===== config.mk =====
export PLATFORM = sky130hd
export DESIGN_NAME = sens_comp
export DESIGN_NICKNAME = d
export VERILOG_FILES = /design/src/rtl/sc_pkg.sv /design/src/rtl/sc_seq.sv /design/src/rtl/sc_opsel.sv /design/src/rtl/sc_qmac.sv /design/src/rtl/sens_comp.sv
export SDC_FILE = /design/constraint.sdc
export NUM_CORES = 1
export LEC_CHECK = 0
export BUFFER_PORTS_ARGS = -buffer_cell sky130_fd_sc_hd__buf_4
export CORE_UTILIZATION = 50
export CTS_CLUSTER_DIAMETER = 150
export CTS_CLUSTER_SIZE = 24
export DETAILED_ROUTE_END_ITERATION = 7
export PLACE_DENSITY = 0.78
export SYNTH_ARGS = -nofsm -noshare
export SYNTH_HDL_FRONTEND = slang
export SYNTH_SLANG_ARGS = --single-unit

===== constraint.sdc =====
create_clock -name clk -period 8.6 [get_ports clk]
set_input_delay 0.86 -clock clk [delete_from_list [all_inputs] [get_ports clk]]
set_output_delay 0.86 -clock clk [all_outputs]
set_load 0.02 [all_outputs]

===== src/rtl/sc_pkg.sv =====
package sc_pkg;
  typedef enum logic [2:0] {
    ST_T2   = 3'd0,
    ST_G1T  = 3'd1,
    ST_GT   = 3'd2,
    ST_GEFF = 3'd3,
    ST_OT1  = 3'd4,
    ST_OT   = 3'd5,
    ST_RES  = 3'd6
  } step_e;

  localparam int unsigned N_STEPS = 7;
endpackage


===== src/rtl/sc_seq.sv =====
module sc_seq
  import sc_pkg::*;
(
  input  logic  clk,
  input  logic  rst_n,
  input  logic  start,
  output logic  load,
  output logic  busy,
  output step_e step,
  output logic  last,
  output logic  done
);
  logic  busy_q, busy_d;
  step_e step_q, step_d;
  logic  done_q, done_d;

  always_comb begin
    load   = start && !busy_q;
    last   = busy_q && (step_q == ST_RES);
    busy_d = busy_q;
    step_d = step_q;
    done_d = 1'b0;
    if (load) begin
      busy_d = 1'b1;
      step_d = ST_T2;
    end else if (busy_q) begin
      if (last) begin
        busy_d = 1'b0;
        done_d = 1'b1;
      end else begin
        step_d = step_e'(3'(step_q) + 3'd1);
      end
    end
  end

  always_ff @(posedge clk or negedge rst_n) begin
    if (!rst_n) begin
      busy_q <= 1'b0;
      step_q <= ST_T2;
      done_q <= 1'b0;
    end else begin
      busy_q <= busy_d;
      step_q <= step_d;
      done_q <= done_d;
    end
  end

  assign busy = busy_q;
  assign step = step_q;
  assign done = done_q;

  // completion is a single-cycle pulse
  assert_done_pulse_R7: assert property (@(posedge clk) disable iff (!rst_n)
    done_q |=> !done_q);

  // an active run cannot be cut short or restarted before its last step
  assert_busy_hold_R8: assert property (@(posedge clk) disable iff (!rst_n)
    (busy_q && step_q != ST_RES) |=> busy_q);

  // done and busy never overlap
  assert_done_idle_R10: assert property (@(posedge clk) disable iff (!rst_n)
    done_q |-> !busy_q);

  // step index stays within the seven-step schedule
  assert_step_range_R2: assert property (@(posedge clk) disable iff (!rst_n)
    busy_q |-> (3'(step_q) < 3'(N_STEPS)));
endmodule


===== src/rtl/sc_opsel.sv =====
module sc_opsel
  import sc_pkg::*;
#(
  parameter int DW = 16
) (
  input  step_e                step,
  input  logic signed [DW-1:0] sig,
  input  logic signed [DW-1:0] temp,
  input  logic signed [DW-1:0] gain,
  input  logic signed [DW-1:0] g1,
  input  logic signed [DW-1:0] g2,
  input  logic signed [DW-1:0] of0,
  input  logic signed [DW-1:0] of1,
  input  logic signed [DW-1:0] of2,
  input  logic signed [DW-1:0] doff,
  input  logic signed [DW-1:0] t2,
  input  logic signed [DW-1:0] acc,
  input  logic signed [DW-1:0] geff,
  output logic signed [DW-1:0] op_a,
  output logic signed [DW-1:0] op_b,
  output logic signed [DW-1:0] op_c
);
  logic signed [DW:0]   pre_sum;
  logic signed [DW-1:0] pre_sat;

  // saturating pre-add of sample and base offset
  always_comb begin
    pre_sum = {sig[DW-1], sig} + {of0[DW-1], of0};
    if (pre_sum[DW] != pre_sum[DW-1])
      pre_sat = pre_sum[DW] ? {1'b1, {(DW-1){1'b0}}} : {1'b0, {(DW-1){1'b1}}};
    else
      pre_sat = pre_sum[DW-1:0];
  end

  always_comb begin
    op_a = '0;
    op_b = '0;
    op_c = '0;
    unique case (step)
      ST_T2:   begin op_a = temp; op_b = temp; op_c = '0;      end
      ST_G1T:  begin op_a = g1;   op_b = temp; op_c = '0;      end
      ST_GT:   begin op_a = g2;   op_b = t2;   op_c = acc;     end
      ST_GEFF: begin op_a = gain; op_b = acc;  op_c = gain;    end
      ST_OT1:  begin op_a = of1;  op_b = temp; op_c = pre_sat; end
      ST_OT:   begin op_a = of2;  op_b = t2;   op_c = acc;     end
      ST_RES:  begin op_a = geff; op_b = acc;  op_c = doff;    end
      default: begin op_a = '0;   op_b = '0;   op_c = '0;      end
    endcase
  end
endmodule


===== src/rtl/sc_qmac.sv =====
module sc_qmac #(
  parameter int DW = 16
) (
  input  logic signed [DW-1:0] a,
  input  logic signed [DW-1:0] b,
  input  logic signed [DW-1:0] c,
  output logic signed [DW-1:0] r
);
  localparam int FRAC = DW - 1;
  localparam int PW   = 2 * DW;
  localparam logic signed [PW:0] HI = {{(PW-DW+2){1'b0}}, {(DW-1){1'b1}}};
  localparam logic signed [PW:0] LO = {{(PW-DW+2){1'b1}}, {(DW-1){1'b0}}};
  localparam logic signed [PW:0] HALF = (PW+1)'(1) <<< (FRAC-1);
  localparam logic signed [DW-1:0] MAXW = {1'b0, {(DW-1){1'b1}}};
  localparam logic signed [DW-1:0] MINW = {1'b1, {(DW-1){1'b0}}};
  localparam logic signed [DW-1:0] ONEW = {{(DW-1){1'b0}}, 1'b1};
  localparam logic signed [DW-1:0] HALFW = {2'b01, {(DW-2){1'b0}}};

  logic signed [PW-1:0] prod;
  logic signed [PW:0]   rnd;
  logic signed [PW:0]   shf;
  logic signed [DW-1:0] q;
  logic signed [DW:0]   sum;

  always_comb begin
    prod = a * b;
    rnd  = {prod[PW-1], prod} + HALF;
    shf  = rnd >>> FRAC;
    if (shf > HI)      q = MAXW;
    else if (shf < LO) q = MINW;
    else               q = shf[DW-1:0];
    sum = {q[DW-1], q} + {c[DW-1], c};
    if (sum[DW] != sum[DW-1]) r = sum[DW] ? MINW : MAXW;
    else                      r = sum[DW-1:0];
  end

  always_comb begin
    // the one product that exceeds the range clamps instead of wrapping
    if (a == MINW && b == MINW && c == '0)
      assert_qmac_sat_R4: assert (r == MAXW);
    // an exact half rounds upward
    if (a == ONEW && b == HALFW && c == '0)
      assert_qmac_round_R3: assert (r == ONEW);
  end
endmodule


===== src/rtl/sens_comp.sv =====
module sens_comp
  import sc_pkg::*;
#(
  parameter int DW = 16,
  parameter int OW = 12
) (
  input  logic                 clk,
  input  logic                 rst_n,
  input  logic                 start,
  input  logic signed [DW-1:0] sig_in,
  input  logic signed [DW-1:0] temp_in,
  input  logic signed [DW-1:0] k_gain,
  input  logic signed [DW-1:0] k_g1,
  input  logic signed [DW-1:0] k_g2,
  input  logic signed [DW-1:0] k_of0,
  input  logic signed [DW-1:0] k_of1,
  input  logic signed [DW-1:0] k_of2,
  input  logic signed [DW-1:0] k_doff,
  output logic                 busy,
  output logic                 done,
  output logic signed [DW-1:0] result,
  output logic [OW-1:0]        result12
);
  localparam int NCAP = 9;
  localparam int CSIG = 0, CTMP = 1, CGN = 2, CG1 = 3, CG2 = 4;
  localparam int COF0 = 5, COF1 = 6, COF2 = 7, CDOF = 8;

  // reset: asserted asynchronously, released on a clock edge
  logic [1:0] rs_q;
  logic       rst_n_i;
  always_ff @(posedge clk or negedge rst_n) begin
    if (!rst_n) rs_q <= 2'b00;
    else        rs_q <= {rs_q[0], 1'b1};
  end
  assign rst_n_i = rs_q[1];

  logic  load, last;
  step_e step;

  sc_seq u_seq (
    .clk   (clk),
    .rst_n (rst_n_i),
    .start (start),
    .load  (load),
    .busy  (busy),
    .step  (step),
    .last  (last),
    .done  (done)
  );

  // operand capture bank
  logic signed [DW-1:0] cap_in [NCAP];
  logic signed [DW-1:0] cap_q  [NCAP];
  logic signed [DW-1:0] cap_d  [NCAP];

  always_comb begin
    cap_in[CSIG] = sig_in;
    cap_in[CTMP] = temp_in;
    cap_in[CGN]  = k_gain;
    cap_in[CG1]  = k_g1;
    cap_in[CG2]  = k_g2;
    cap_in[COF0] = k_of0;
    cap_in[COF1] = k_of1;
    cap_in[COF2] = k_of2;
    cap_in[CDOF] = k_doff;
  end

  for (genvar gi = 0; gi < NCAP; gi++) begin : g_cap
    always_comb cap_d[gi] = load ? cap_in[gi] : cap_q[gi];
    always_ff @(posedge clk or negedge rst_n_i) begin
      if (!rst_n_i) cap_q[gi] <= '0;
      else          cap_q[gi] <= cap_d[gi];
    end
  end

  // working registers
  logic signed [DW-1:0] t2_q, acc_q, geff_q, res_q;
  logic signed [DW-1:0] t2_d, acc_d, geff_d, res_d;
  logic signed [DW-1:0] op_a, op_b, op_c, mac_r;
  logic                 en_t2, en_acc, en_geff, en_res;

  sc_opsel #(.DW(DW)) u_opsel (
    .step (step),
    .sig  (cap_q[CSIG]),
    .temp (cap_q[CTMP]),
    .gain (cap_q[CGN]),
    .g1   (cap_q[CG1]),
    .g2   (cap_q[CG2]),
    .of0  (cap_q[COF0]),
    .of1  (cap_q[COF1]),
    .of2  (cap_q[COF2]),
    .doff (cap_q[CDOF]),
    .t2   (t2_q),
    .acc  (acc_q),
    .geff (geff_q),
    .op_a (op_a),
    .op_b (op_b),
    .op_c (op_c)
  );

  sc_qmac #(.DW(DW)) u_qmac (
    .a (op_a),
    .b (op_b),
    .c (op_c),
    .r (mac_r)
  );

  always_comb begin
    en_t2   = busy && (step == ST_T2);
    en_acc  = busy && (step == ST_G1T || step == ST_GT ||
                       step == ST_OT1 || step == ST_OT);
    en_geff = busy && (step == ST_GEFF);
    en_res  = last;
    t2_d    = en_t2   ? mac_r : t2_q;
    acc_d   = en_acc  ? mac_r : acc_q;
    geff_d  = en_geff ? mac_r : geff_q;
    res_d   = en_res  ? mac_r : res_q;
  end

  always_ff @(posedge clk or negedge rst_n_i) begin
    if (!rst_n_i) begin
      t2_q   <= '0;
      acc_q  <= '0;
      geff_q <= '0;
      res_q  <= '0;
    end else begin
      t2_q   <= t2_d;
      acc_q  <= acc_d;
      geff_q <= geff_d;
      res_q  <= res_d;
    end
  end

  assign result   = res_q;
  assign result12 = {~res_q[DW-1], res_q[DW-2:DW-OW]};

  // the result register moves only together with the done pulse
  assert_result_stable_R9: assert property (@(posedge clk) disable iff (!rst_n_i)
    !done |-> $stable(result));

  // the final write happens in a busy cycle
  assert_res_write_R10: assert property (@(posedge clk) disable iff (!rst_n_i)
    en_res |-> busy);
endmodule


==> impl_metrics.toml <==
[sta]
setup_viol = 64
fin_ws_ns = -1.14
period_needed_ns = 9.74
hold_viol_final = 0
slew_headroom_pct = 5.52
slew_viol_final = 0
worst_pin_slew_ns = 1.41
period_share_pct = 113
rsz0062_at_grt = "yes"
fmax_mhz = 103
tns_ns = -68.22
skew_ns = 0.0173

[critical_path]
cp.required_ns = 9.00
critPathCaptureType = "register"
critPathArrivalTime_ns = 10.14
max_stage_delay_ns = 0.59
timing.critical_path.mode_cell = "fa_1"
critPathSlowestCell = "fa_1"
critPathMaxFanout = 8
worst_setup_path_start_kind = "register"
path_class = "register to register"

[synthesis]
ys_warn_count = 0
yosys-top-cells-area = "fa_1 (26%), dfrtp_1 (26%), nand2_1 (12%)"
postSynthAreaPerCell_um2 = 8.71
synth_top_family_by_area = "adder cells"
synth_top_area_cell = "fa_1"
synthAdderAreaFrac_pct = 33.0
ys_seq_elements = 215
yosys.area_share.simple_pct = 17.9
ys_seq_area_share_pct = 25.5
synth_mux_area_share_pct = 1.13
syn_inst = 2421
synth_area_um2 = 21100
syn_nets = 2953
yosysTopAreaCellShare_pct = 25.5
synth_xor_area_share_pct = 1.86
synth_enable_flop_cells = 0
ys_types = 86
synth-compound-area-share_pct = 12.2
synth_ff_type = "dfrtp_1"
ys_async_sr_fraction_pct = 100

[clocking]
clockBufferDepth = 3
clk_pin_slew_ns = 0.11
clockRootBuffer = "clkbuf_16"
cts_made_buffers = 12
cts_tree = "yes"
hold_buffers = 0
clock_latency_ns = 0.49
htreeDepth = 1
clkSinkCount = 215

[layout]
layout.cells.most_common = "nand2_1"
syn_to_final_growth_pct = 28.5
instances_no_fill = 3438
fin_nets = 3437
nFillCells = 3290
postLayoutCoreUtil_pct = 65.8
antenna_cells = 0
seqCellArea_um2 = 5390
final_cell_mix = "nand2_1 (651), buf_4 (554), inv_1 (312)"
multiInputGateArea_um2 = 14700
drive_above_1_share_pct = 27.6

[place]
dp.cells = 3380
post-place-ws_ns = -1.70
gp_congestion = 1.01
numPortBuffers = 176
dp_hpwl_um = 57500

[route]
drt-total-wl_um = 70400
drc = 19
wl_per_cell_um = 20.5
ant_nets = 0
drt_pass1_iterations = 8
post_drt_via_cell_ratio = 5.58
vias = 19180
drtIter0Drc = 1793

[global_route]
grt_pass1_wl_um = 112000
grt_use_total_pct = 33.6
grt_max_degree = 83
grt-ovfl-total = 0
antenna_found_initial = 1
grt_pass1_vias = 20062

[die]
core_um2 = 41200
start_util_pct = 51.2
die_y_um = 207
dieArea_um2 = 43000
die_x_um = 207
num_rows = 74
io_pins = 177

[worst_hold_path]
min_path_type = "input port to asynchronous set/reset pin"

[job]
cap_violations = 0

[status]
failed_checks = "design-rule violations, negative setup slack"
status = "finished, violations left"
synth_stat cells, types with 6 or more instances:
| library cell | number |
|---|---|
| nand2_1 | 658 |
| inv_1 | 324 |
| fa_1 | 269 |
| dfrtp_1 | 215 |
| nor2_1 | 189 |
| ha_1 | 116 |
| clkbuf_1 | 91 |
| o21ai_0 | 90 |
| a21oi_1 | 51 |
| a222oi_1 | 48 |
| a21o_1 | 45 |
| xnor2_1 | 29 |
| and2_1 | 20 |
| mux2_2 | 14 |
| buf_4 | 13 |
| nand3_1 | 12 |
| xor2_1 | 12 |
| a22oi_1 | 11 |
| nor3_1 | 11 |
| nor2b_1 | 10 |
| o21a_1 | 10 |
| o21ai_1 | 9 |
| o31ai_1 | 9 |
| buf_1 | 8 |
| maj3_1 | 8 |
| nand2b_1 | 8 |
| o211ai_1 | 8 |
| a211oi_1 | 7 |
| a31oi_1 | 7 |
| mux2i_1 | 7 |
| nand4_1 | 7 |
| o21bai_1 | 7 |
| a22o_1 | 6 |
| buf_2 | 6 |
logic make-up (layout without fill, tap and decap cells):
| logic type | Yosys count | after routing |
|---|---|---|
| and+or+nand+nor | 939 | 939 |
| buffers and inverters | 448 | 933 |
| adders and majority gates | 397 | 397 |
| AOI/OAI and AO/OA | 356 | 356 |
| DFF | 215 | 215 |
| xor gates and xnor gates | 43 | 43 |
| muxes | 22 | 22 |
| other | 1 | 1 |
worst paths after layout:
check / startpoint / endpoint / slack, ns / depth (start not counted)
worst min-delay path: rst_n / rs_q[1]$_DFF_PN0_ / 0.12 / 1
worst max-delay path: u_seq.step[0]$_DFFE_PN0P_ / result[4]$_DFFE_PN0P_ / -1.14 / 41
worst max register to register: u_seq.step[0]$_DFFE_PN0P_ / result[4]$_DFFE_PN0P_ / -1.14 / 41
min in group clk: rs_q[0]$_DFF_PN0_ / rs_q[1]$_DFF_PN0_ / 0.35 / 0
worst min register to register: rs_q[0]$_DFF_PN0_ / rs_q[1]$_DFF_PN0_ / 0.35 / 0
max in group asynchronous: rs_q[1]$_DFF_PN0_ / cap_q[73]$_DFFE_PN0P_ / 6.41 / 1
sequential cells by signal, summed over array words and instances, names as in the netlist, 2 cells and up:
register / flops
t2_q: 16
cap_q: 144
result: 16
geff_q: 16
u_seq.step: 3
acc_q: 16
rs_q: 2
worst max-delay path: cells and delay by family, from the launching register on:
family                     cells  cell delay [ns]
DFF                            1             0.41
and+or+nand+nor                4             0.61
buffers and inverters          9             1.13
adders and majority gates     11             4.39
AOI/OAI and AO/OA             17             3.09
final cells by class:
cell class              count  area share [%]
inverters                 326            4.54
flip-flops and latches    215            19.9
clock buffers              15            1.23
repair buffers            592            17.6
well taps                 532            2.46
multi-input cells        1758            54.3
metrics by stage:
stage	hold WS (ns)	cell area [um^2]
after floorplan	0.331	21300
after global placement	0.338	25700
after detailed placement	0.342	25700
after CTS	0.114	26800
after global routing	0.108	27100
final	0.119	27100
layer usage:
| metal | share of wire (%) | track usage [%] |
|---|---|---|
| met1 | 39 | 43.4 |
| met2 | 48 | 56.0 |
| met3 | 7.4 | 5.36 |
| met4 | 5.2 | 14.4 |
| met5 | 0.016 | 0 |
repair_timing:
action | 4_1_cts | 5_1_grt
buffers inserted | 30 | 17
pin swaps | 92 | 63
setup endpoints to repair | 64 | 64
resized for setup | 145 | 58
Power is not shown: default switching activity piles up to over one toggle a cycle in this logic, so the estimate is an artifact.
